`src/rtl/itimer_pkg.sv`:
```
package itimer_pkg;

  localparam int ADDR_STATUS  = 0;
  localparam int ADDR_CONTROL = 1;
  localparam int ADDR_PER_LO  = 2;
  localparam int ADDR_PER_HI  = 3;
  localparam int ADDR_CNT_LO  = 4;
  localparam int ADDR_CNT_HI  = 5;

  localparam int CTL_IRQ_EN = 0;
  localparam int CTL_CONT   = 1;
  localparam int CTL_START  = 2;
  localparam int CTL_STOP   = 3;
  localparam int CTL_BITS   = 4;

  typedef struct packed {
    logic statusWr;
    logic controlWr;
    logic periodLoWr;
    logic periodHiWr;
    logic snapLoWr;
    logic snapHiWr;
  } busStrobes_t;

endpackage

```
`src/rtl/itimer_ctrl.sv`:
```
module itimer_ctrl
  import itimer_pkg::*;
#(
  parameter int ADDR_W = 3
) (
  input  logic                clk,
  input  logic                rstN,
  input  logic [ADDR_W-1:0]   busAddr,
  input  logic                busWrEn,
  input  logic [CTL_BITS-1:0] ctlBits,
  input  logic                atPeriod,
  output busStrobes_t         strb,
  output logic                running,
  output logic                contMode,
  output logic                irqEn,
  output logic                flag,
  output logic                irq
);

  logic matchTick;

  // address decode into single-cycle strobes
  always_comb begin
    strb            = '0;
    strb.statusWr   = busWrEn && (busAddr == ADDR_W'(ADDR_STATUS));
    strb.controlWr  = busWrEn && (busAddr == ADDR_W'(ADDR_CONTROL));
    strb.periodLoWr = busWrEn && (busAddr == ADDR_W'(ADDR_PER_LO));
    strb.periodHiWr = busWrEn && (busAddr == ADDR_W'(ADDR_PER_HI));
    strb.snapLoWr   = busWrEn && (busAddr == ADDR_W'(ADDR_CNT_LO));
    strb.snapHiWr   = busWrEn && (busAddr == ADDR_W'(ADDR_CNT_HI));
  end

  assign matchTick = running && atPeriod;

  always_ff @(posedge clk) begin
    if (!rstN) begin
      irqEn    <= 1'b0;
      contMode <= 1'b0;
    end else if (strb.controlWr) begin
      irqEn    <= ctlBits[CTL_IRQ_EN];
      contMode <= ctlBits[CTL_CONT];
    end
  end

  always_ff @(posedge clk) begin
    if (!rstN) begin
      running <= 1'b0;
    end else if (strb.controlWr && ctlBits[CTL_STOP]) begin
      running <= 1'b0;
    end else if (strb.controlWr && ctlBits[CTL_START]) begin
      running <= 1'b1;
    end else if (matchTick && !contMode) begin
      running <= 1'b0;
    end
  end

  always_ff @(posedge clk) begin
    if (!rstN) begin
      flag <= 1'b0;
    end else if (matchTick) begin
      flag <= 1'b1;
    end else if (strb.statusWr) begin
      flag <= 1'b0;
    end
  end

  assign irq = flag && irqEn;

endmodule

```
`src/rtl/itimer_datapath.sv`:
```
module itimer_datapath
  import itimer_pkg::*;
#(
  parameter int CNT_W  = 32,
  parameter int BUS_W  = 16,
  parameter int ADDR_W = 3
) (
  input  logic              clk,
  input  logic              rstN,
  input  busStrobes_t       strb,
  input  logic [ADDR_W-1:0] busAddr,
  input  logic [BUS_W-1:0]  busWrData,
  input  logic              running,
  input  logic              contMode,
  input  logic              irqEn,
  input  logic              flag,
  output logic              atPeriod,
  output logic [BUS_W-1:0]  busRdData
);

  localparam int HI_W = CNT_W - BUS_W;

  logic [CNT_W-1:0] countQ;
  logic [CNT_W-1:0] periodQ;
  logic [CNT_W-1:0] holdQ;
  logic [BUS_W-1:0] perStageQ;
  logic [BUS_W-1:0] cntStageQ;

  assign atPeriod = (countQ == periodQ);

  always_ff @(posedge clk) begin
    if (!rstN) begin
      perStageQ <= '0;
      periodQ   <= '1;
    end else begin
      if (strb.periodLoWr) perStageQ <= busWrData;
      if (strb.periodHiWr) periodQ   <= {busWrData[HI_W-1:0], perStageQ};
    end
  end

  always_ff @(posedge clk) begin
    if (!rstN) begin
      cntStageQ <= '0;
      holdQ     <= '0;
    end else begin
      if (strb.snapLoWr) cntStageQ <= busWrData;
      if (strb.snapLoWr || strb.snapHiWr) holdQ <= countQ;
    end
  end

  always_ff @(posedge clk) begin
    if (!rstN) begin
      countQ <= '0;
    end else if (strb.snapHiWr) begin
      countQ <= {busWrData[HI_W-1:0], cntStageQ};
    end else if (running) begin
      if (atPeriod) begin
        if (contMode) countQ <= '0;
      end else begin
        countQ <= countQ + 1'b1;
      end
    end
  end

  always_comb begin
    busRdData = '0;
    unique case (busAddr)
      ADDR_W'(ADDR_STATUS):  busRdData[1:0] = {running, flag};
      ADDR_W'(ADDR_CONTROL): busRdData[1:0] = {contMode, irqEn};
      ADDR_W'(ADDR_PER_LO):  busRdData = periodQ[BUS_W-1:0];
      ADDR_W'(ADDR_PER_HI):  busRdData[HI_W-1:0] = periodQ[CNT_W-1:BUS_W];
      ADDR_W'(ADDR_CNT_LO):  busRdData = holdQ[BUS_W-1:0];
      ADDR_W'(ADDR_CNT_HI):  busRdData[HI_W-1:0] = holdQ[CNT_W-1:BUS_W];
      default:               busRdData = '0;
    endcase
  end

endmodule

```
`src/rtl/interval_timer.sv`:
```
module interval_timer
  import itimer_pkg::*;
#(
  parameter int CNT_W  = 32,
  parameter int BUS_W  = 16,
  parameter int ADDR_W = 3
) (
  input  logic              clk,
  input  logic              rstN,
  input  logic [ADDR_W-1:0] busAddr,
  input  logic              busWrEn,
  input  logic [BUS_W-1:0]  busWrData,
  output logic [BUS_W-1:0]  busRdData,
  output logic              irq
);

  busStrobes_t strb;
  logic running;
  logic contMode;
  logic irqEn;
  logic flag;
  logic atPeriod;

  itimer_ctrl #(.ADDR_W(ADDR_W)) u_ctrl (
    .clk      (clk),
    .rstN     (rstN),
    .busAddr  (busAddr),
    .busWrEn  (busWrEn),
    .ctlBits  (busWrData[CTL_BITS-1:0]),
    .atPeriod (atPeriod),
    .strb     (strb),
    .running  (running),
    .contMode (contMode),
    .irqEn    (irqEn),
    .flag     (flag),
    .irq      (irq)
  );

  itimer_datapath #(.CNT_W(CNT_W), .BUS_W(BUS_W), .ADDR_W(ADDR_W)) u_dp (
    .clk       (clk),
    .rstN      (rstN),
    .strb      (strb),
    .busAddr   (busAddr),
    .busWrData (busWrData),
    .running   (running),
    .contMode  (contMode),
    .irqEn     (irqEn),
    .flag      (flag),
    .atPeriod  (atPeriod),
    .busRdData (busRdData)
  );

endmodule

```
`config.mk`:
```
export PLATFORM = sky130hd
export DESIGN_NAME = interval_timer
export DESIGN_NICKNAME = d
export VERILOG_FILES = /design/src/rtl/itimer_pkg.sv /design/src/rtl/itimer_ctrl.sv /design/src/rtl/itimer_datapath.sv /design/src/rtl/interval_timer.sv
export SDC_FILE = /design/constraint.sdc
export NUM_CORES = 1
export LEC_CHECK = 0
export BUFFER_PORTS_ARGS = -buffer_cell sky130_fd_sc_hd__buf_2
export CAP_MARGIN = 15
export CORE_UTILIZATION = 32
export DETAILED_ROUTE_END_ITERATION = 12
export HOLD_SLACK_MARGIN = 0.03
export SYNTH_ARGS = -nofsm -noshare
export SYNTH_HDL_FRONTEND = slang
export SYNTH_SLANG_ARGS = --single-unit
```
`constraint.sdc`:
```
create_clock -name clk -period 2.4 [get_ports clk]
set_input_delay 0.48 -clock clk [delete_from_list [all_inputs] [get_ports clk]]
set_output_delay 0.48 -clock clk [all_outputs]
set_load 0.01 [all_outputs]
```
# [Word level (Yosys, flattened, before mapping)]
# Index checks and enable logic that the tools add are counted.
[word_totals] reg_bits=132 inputBits=22 elab_cells=47 out_inout_bits=17
[op_classes] n_bitwise=1 muxes=10 reduce_logical=19 add_sub_neg=1 eq_ne=7
[op_table] op="$mux W32" count=4
[op_table] op="$pmux W14 S4" count=1
[op_table] op="$add A32 B1 Y32 const B" count=1
[op_table] op="$eq A32 B32 Y1" count=1
[op_table] op="$pmux W2 S6" count=1
[op_table] op="$logic_and A1 B1 Y1" count=11
[op_table] op="$eq A3 B2 Y1 const B" count=2
[op_table] op="$eq A3 B3 Y1 const B" count=2
[op_table] op="$reduce_bool A2 Y1" count=3
[op_table] op="$mux W1" count=4
[op_table] op="$eq A3 B1 Y1 const B" count=1
[op_table] op="$logic_not A3 Y1" count=1
[op_table] op="$ne A3 B2 Y1 const B" count=1
[op_table] op="$reduce_and A2 Y1" count=1
[op_table] op="$reduce_or A2 Y1" count=1
[op_table] op="$logic_not A1 Y1" count=1
[op_table] op="$logic_or A1 B1 Y1" count=1
[op_table] op="$not A1 Y1" count=1

# [Depth between registers and ports, before layout]
# Gate-level depths: netlist of run 1.
[logic_depth] ltp_word=5 depth_mapped=9

# [Cells and area by module]
# A second synthesis of run 1 with hierarchy kept.
[hier_totals] cells_unflattened=777 area_unflattened_um2=6720.2
[by_module_without_submodules] mod="itimer_datapath" area_per_inst_um2=6478.7 instances=1 cells_per_inst=751 seq_area_each_um2=2562.5
[by_module_without_submodules] mod="itimer_ctrl" area_per_inst_um2=241.5 instances=1 cells_per_inst=26 seq_area_each_um2=80.1

# [Worst setup path after synthesis of run 1]
# Ideal clock, no wire load.
[synth_timing] path_type="flip-flop to flip-flop" start="reg u_dp.countQ[6]" end="reg u_dp.countQ[23]" slack_ns=0.285 setup_time_ns=0.123 arrival_time_ns=1.992 required_ns=2.277 n_path_buf=1 stages_incl_launch_ff=8 synth_period_minus_slack_ns=2.115 cell_sequence="dfxtp_1 -> buf_2 -> nand4_2 -> or4_1 -> nor2_1 -> mux2_2 -> a221oi_1 -> nor2_1"
[synth_between] elab_chain_len=4
[synth_rtl] item="start, declared" line="itimer_datapath.sv:23" source="logic [CNT_W-1:0] countQ;"
[synth_rtl] item="start signal, assigned" line="itimer_datapath.sv:55" source="countQ <= {busWrData[HI_W-1:0], cntStageQ};"
[synth_rtl] item="start signal, assigned" line="itimer_datapath.sv:60" source="countQ <= countQ + 1'b1;"
[synth_rtl] item="$add A32 B1 Y32 / $eq A32 B32 Y1 (equally long branches)" line="itimer_datapath.sv:60, itimer_datapath.sv:29"
[synth_rtl] item="$mux W32" line="itimer_datapath.sv:57" source="if (atPeriod) begin"
[synth_rtl] item="$mux W32" line="itimer_datapath.sv:56" source="end else if (running) begin"
[synth_rtl] item="$mux W32" line="itimer_datapath.sv:54" source="end else if (strb.snapHiWr) begin"
# Parallel ways exist; a longest one is shown, timed or not. The select of a mux whose other input is x is not followed.
# A chain may end at the register's enable or synchronous reset.

# [Worst setup path after layout of run 1]
[layout_timing] start="reg u_dp.countQ[11]" end="reg u_dp.countQ[31]"
# Same word-level chain as after synthesis.

==> flow_metrics.env, run 1 <==
export IMPL_status="finished, final reports clean"
export IMPL_path_class="register to register"
export IMPL_wl_met2_um=9980
export IMPL_crit_required_ps=2720
export IMPL_rsz0062_at_grt="no"
export IMPL_syn_area_mm2=0.00668
export IMPL_leakagePower_nw=3.11
export IMPL_switchingPower_w=0.00155
export IMPL_clockPowerShare_pct=50.2
export IMPL_ctsHoldBuffers=0
export IMPL_clk_pin_slew_ps=60
export IMPL_cts_root_buf="clkbuf_16"
export IMPL_ios=39
export IMPL_hold_path_class="input port to register"
export IMPL_period_share_pct=93.5
export IMPL_grt_pass1_wl_um=35400
export IMPL_wl_per_cell_um=19.2
export IMPL_final_cell_count_no_fill=1192
export IMPL_overflow=0
export IMPL_synth_edf_count=0
export IMPL_irDropWorstVdd_v=0.000643
export IMPL_tns_ps=0
export IMPL_synth_ff_type="dfxtp_1"
export IMPL_insertion_delay_ps=430
export IMPL_synth_xor_area_share_pct=4.32
export IMPL_antenna_cells=0
export IMPL_grt_max_degree=44
export IMPL_fp_row_count=52
export IMPL_ant_nets=0
export IMPL_die_area_mm2=0.0215
export IMPL_synth_nets=901
export IMPL_die_x_um=147
export IMPL_hold_viol=0
export IMPL_synthArstFlopShare_pct=0
export IMPL_drive_gt1_share_pct=16.3
export IMPL_dp_cells=1160
export IMPL_yosys_area_share_adder_pct=0.187
export IMPL_initial_core_util_pct=32.8
export IMPL_final_setup_viol_count=0
export IMPL_comb_power_share_pct=10.9
export IMPL_slew_violations=0
export IMPL_top_layer="met4"
export IMPL_met3_length_um=2040
export IMPL_area_growth_pct=20.6
export IMPL_clock_sinks=132
export IMPL_finalWeightedCongestion=0.937
export IMPL_cts_setup_buffers=0
export IMPL_syn_inst=878
export IMPL_vias=6449
export IMPL_grt_pass1_vias=6012
export IMPL_synthSimpleGateAreaFrac_pct=25.6
export IMPL_die_h_um=147
export IMPL_core_area_mm2=0.0204
export IMPL_htree_levels=4
export IMPL_powerDensity_mw_per_mm2=767
export IMPL_relSlewSlack_pct=52.7
export IMPL_routed_wl_um=22800
export IMPL_startpoint_type="register"
export IMPL_tightest_slew_ps=707
export IMPL_period_needed_ps=2240
export IMPL_ys_seq_area_share_pct=39.5
export IMPL_synth_compound_area_share_pct=17.9
export IMPL_end_kind="register"
export IMPL_clock_skew_ps=10.4
export IMPL_synth_seq_cells=132
export IMPL_seq_power_share_pct=38.9
export IMPL_fin_nets=932
export IMPL_p_sw_share_pct=25.1
export IMPL_cp_data_arrival_time_ps=2570
export IMPL_drt_met1_wl_um=10200
export IMPL_max_cap_violations=0
export IMPL_port_buffers=38
export IMPL_dp_final_hpwl_um=16400
export IMPL_cts_made_buffers=17
export IMPL_p_int_w=0.00464
export IMPL_synth_warnings=0
export IMPL_cts_tree="yes"
export IMPL_max_freq_ghz=0.446
export IMPL_syn_avg_cell_area_um2=7.61
export IMPL_antenna_found_initial=0
export IMPL_via_per_inst=5.41
export IMPL_cts_buffer_depth=2
export IMPL_cp_max_fo=8
export IMPL_firstDrtPassIters=5
export IMPL_synth_top_family_by_area="simple AND/OR/NAND/NOR gates"
export IMPL_drc=0
export IMPL_grtUsageTotal_pct=21.9
export IMPL_drtIter0Drc=668
export IMPL_synth_cell_types=60
export IMPL_synth_mux_area_share_pct=6.63
final cells by class:
| type | instances | area, um^2 |
|---|---|---|
| clock buffers | 19 | 443 |
| clock inverters | 13 | 253 |
| fillers | 2068 | 12300 |
| inverters | 9 | 33.8 |
| multi-input cells | 655 | 3670 |
| flip-flops and latches | 132 | 2640 |
| well taps | 270 | 338 |
| repair buffers | 94 | 686 |
worst max-delay path, cell delays in order, from the launching register on:
cell	delay, ps
dfxtp_1	470
nand4_1	240
or4_1	560
buf_4	180
nor3_4	210
nand3_1	110
a41o_1	240
a2bb2oi_1	120
flip-flops by register name, indices dropped and copies added, names as in the netlist, 16 cells and up:
name / flops
u_dp.cntStageQ: 16
u_dp.perStageQ: 16
u_dp.countQ: 32
u_dp.holdQ: 32
u_dp.periodQ: 32
synthesized netlist by cell type, drive strengths merged, types with 11 or more instances:
cell type,n,area share [%]
dfxtp,132,40
mux2i,33,4.9
o21ai,44,3.3
nand2,230,13
nand4,11,1.2
o22ai,15,1.4
nand3,46,3.4
nor2,29,1.6
xor2,32,4.2
nor4,15,1.9
clkbuf,54,3.0
a21oi,104,7.8
buf,28,2.4
placed cells by master (no fill, tap or decap), types with 6 or more instances in the layout:
cell type and count:
a31oi_1 8, nand4_1 9, a21oi_1 104, o22ai_1 15, bufinv_16 7, nor2_1 28, o21ai_0 42, nand2b_1 8
buf_4 50, nor4_1 9, nor3_1 6, mux2i_1 33, dfxtp_1 132, nand2_1 229, buf_2 38, xor2_1 32
clkbuf_16 17, buf_12 6, inv_1 8, mux2_2 8, nand3_1 46
per-layer routing:
metal	up-vias	GRT usage (%)
li1	3099	-
met5	-	0
met3	33	5.78
met1	3007	30.1
met2	310	32.0
met4	0	9.17
repair_timing:
item                                   CTS  global route
endpoints found under the hold margin    0             0
setup endpoints to repair                0             4
gates resized for setup                  0             3
stage by stage:
step	util [%]	hold WS (ps)	instance area [um^2]	power (W)	setup slack, ps
floorplan	-	433	6680	0.00284	285
global placement	36.1	439	7350	0.00310	214
detailed placement	36.1	443	7350	0.00311	115
CTS	39.5	337	8040	0.00620	96.4
global route	39.6	363	8060	0.00637	20.8
finish	39.6	348	8060	0.00619	157
power groups by stage:
stage	registers (W)	clock network [W]	logic (W)
4_1_cts	0.00240	0.00313	0.000664
6_report	0.00241	0.00310	0.000675
5_1_grt	0.00242	0.00322	0.000733
3_5_place_dp	0.00245	0	0.000658
3_3_place_gp	0.00245	0	0.000655
2_1_floorplan	0.00238	0	0.000466
final timing paths:
check	depth (start not counted)	end	slack [ps]	startpoint
setup / recovery	7	u_dp.countQ[31]	160	u_dp.countQ[11]
setup reg to reg	7	u_dp.countQ[31]	160	u_dp.countQ[11]
hold reg to reg	2	u_dp.cntStageQ[4]	450	u_dp.cntStageQ[4]
hold / removal	3	u_dp.perStageQ[1]	350	busWrData[1]
cells by family after synthesis:
group / Yosys count
adders and majority gates: 1
DFF: 132
AOI/OAI and AO/OA: 206
muxes: 42
buffers and inverters: 91
xor gates and xnor gates: 33
and+or+nand+nor: 373
Power figures use the tool's default switching activity.
==> run 2, diff against run 1 <==
MAX_ROUTING_LAYER = met4   (was default)
clock period = 2.04 ns   (was 2.4 ns; I/O delays follow)
==> flow_metrics.env, run 2 (synthesized netlist as in run 1, its figures left out) <==
export IMPL_status="finished with violations"
export IMPL_violations="negative setup slack"
export IMPL_setup_ws_ps=-92.6
export IMPL_cts_buffer_depth=2
export IMPL_fin_nets=1007
export IMPL_powerDensity_mw_per_mm2=803
export IMPL_antenna_cells=0
export IMPL_drtIter0Drc=659
export IMPL_firstDrtPassIters=5
export IMPL_rsz0062_at_grt="yes"
export IMPL_wl_per_cell_um=19.9
export IMPL_end_kind="register"
export IMPL_die_h_um=147
export IMPL_max_cap_violations=0
export IMPL_stdcell_area_mm2=0.00887
export IMPL_area_growth_pct=32.7
export IMPL_seq_area_mm2=0.00268
export IMPL_final_util_pct=43.5
export IMPL_placed_area_mm2=0.00792
export IMPL_cts_tree="yes"
export IMPL_ctsHoldBuffers=0
export IMPL_cts_made_buffers=17
export IMPL_max_freq_ghz=0.469
export IMPL_drive_gt1_share_pct=27.4
export IMPL_finalWeightedCongestion=0.969
export IMPL_grt_max_degree=50
export IMPL_dp_final_hpwl_um=17800
export IMPL_cts_root_buf="clkbuf_16"
export IMPL_die_x_um=147
export IMPL_die_area_mm2=0.0215
export IMPL_antenna_found_initial=0
export IMPL_largestRegisters="u_dp.countQ x32, u_dp.holdQ x32, u_dp.periodQ x32"
export IMPL_via_per_inst=5.40
export IMPL_htree_levels=4
export IMPL_grt_pass1_wl_um=37800
export IMPL_overflow=0
export IMPL_slew_violations=0
export IMPL_drc=0
export IMPL_max_stage_delay_ps=340
export IMPL_layout_common_cells="nand2_1 (225), buf_4 (115), dfxtp_1 (115)"
export IMPL_vias=6837
export IMPL_period_share_pct=105
export IMPL_path_class="register to register"
export IMPL_hold_path_class="input port to register"
export IMPL_initial_core_util_pct=32.8
export IMPL_final_common_cell="nand2_1"
export IMPL_multi_input_area_mm2=0.00383
export IMPL_insertion_delay_ps=430
export IMPL_cp_max_fo=5
export IMPL_final_setup_viol_count=26
export IMPL_tightest_slew_ps=564
export IMPL_fillers=2042
export IMPL_ios=39
export IMPL_grtUsageTotal_pct=24.2
export IMPL_ant_nets=0
export IMPL_leakagePower_nw=3.52
export IMPL_relSlewSlack_pct=62.4
export IMPL_startpoint_type="register"
export IMPL_routed_wl_um=25200
export IMPL_clock_skew_ps=7.20
export IMPL_port_buffers=38
export IMPL_crit_required_ps=2360
export IMPL_cp_data_arrival_time_ps=2460
export IMPL_crit_chain="xor2_1, nor4_2, buf_4, nand4_1, o31ai_4, buf_6, buf_12, a21oi_2, o211a_1"
export IMPL_clock_sinks=132
export IMPL_clk_pin_slew_ps=60
export IMPL_power_total_w=0.00712
export IMPL_core_area_mm2=0.0204
export IMPL_fp_row_count=52
export IMPL_tns_ps=-1220
export IMPL_slowest_stage="dfxtp_1"
export IMPL_grt_pass1_vias=6330
export IMPL_period_needed_ps=2130
export IMPL_irDropWorstVdd_v=0.000630
export IMPL_hold_viol=0
## run 2: cell types whose count changed in the layout (fill, tap and decap cells not counted), moves of 4 or more
cell / delta
buf_4: +65
dfxtp_1: -17
dfxtp_2: +12
a21oi_1: -5
a21oi_2: +5
dfxtp_4: +5
buf_12: +4
clkinv_4: +4
nand2_1: -4
xor2_1: -4
xor2_2: +4
## run 2: metal layers
metal | global-route usage [%] | part of all wire (%) | up-vias
li1 | - | - | 3242
met1 | 33.0 | 46 | 3304
met2 | 35.1 | 44 | 241
met3 | 4.66 | 6.4 | 50
met4 | 9.53 | 3.3 | 0
met5 | - | 0 | -
## run 2: where the power goes
part | leakage, nW | internal [W] | switching, W | total [W]
registers | 1.08 | 0.00269 | 0.000114 | 0.00281
logic | 2.13 | 0.000429 | 0.000572 | 0.00100
clock network | 0.309 | 0.00206 | 0.00126 | 0.00331
total | 3.52 | 0.00518 | 0.00194 | 0.00712
## run 2: layout make-up
| type | instances | area share [%] |
|---|---|---|
| Tap cell | 270 | 3.81 |
| Timing Repair Buffer | 169 | 15.3 |
| Clock inverter | 15 | 2.33 |
| Sequential cell | 132 | 30.2 |
| Multi-Input combinational cell | 655 | 43.2 |
| Inverter | 9 | 0.381 |
| Clock buffer | 17 | 4.80 |
## run 2: worst paths after layout
check / start / endpoint / slack (ps) / depth (start not counted)
hold / removal: busWrData[12] / u_dp.perStageQ[12] / 270 / 3
setup / recovery: u_dp.countQ[27] / u_dp.countQ[25] / -90 / 9
hold reg to reg: u_dp.cntStageQ[11] / u_dp.cntStageQ[11] / 450 / 2
setup reg to reg: u_dp.countQ[27] / u_dp.countQ[25] / -90 / 9
## run 2: worst max-delay path, delay by kind of cell, from the launching register on
family	cells	cell delay, ps
compound gates	3	540
xor+xnor	1	180
flops	1	340
buf+inv	3	470
simple gates	2	480
## run 2: per-stage QoR
stage	setup WS, ps	instances	hold slack [ps]
detailed placement	-111	1229	447
finish	-92.6	1267	270
floorplan	6.57	878	433
global route	-123	1267	285
CTS	-5.90	1261	255
global placement	-124	1229	440
## run 2: repair_timing
action,CTS,global route
pin swaps,3,19
gates resized for setup,19,45
setup endpoints to repair,22,34
buffers inserted,0,5
cloned,0,2
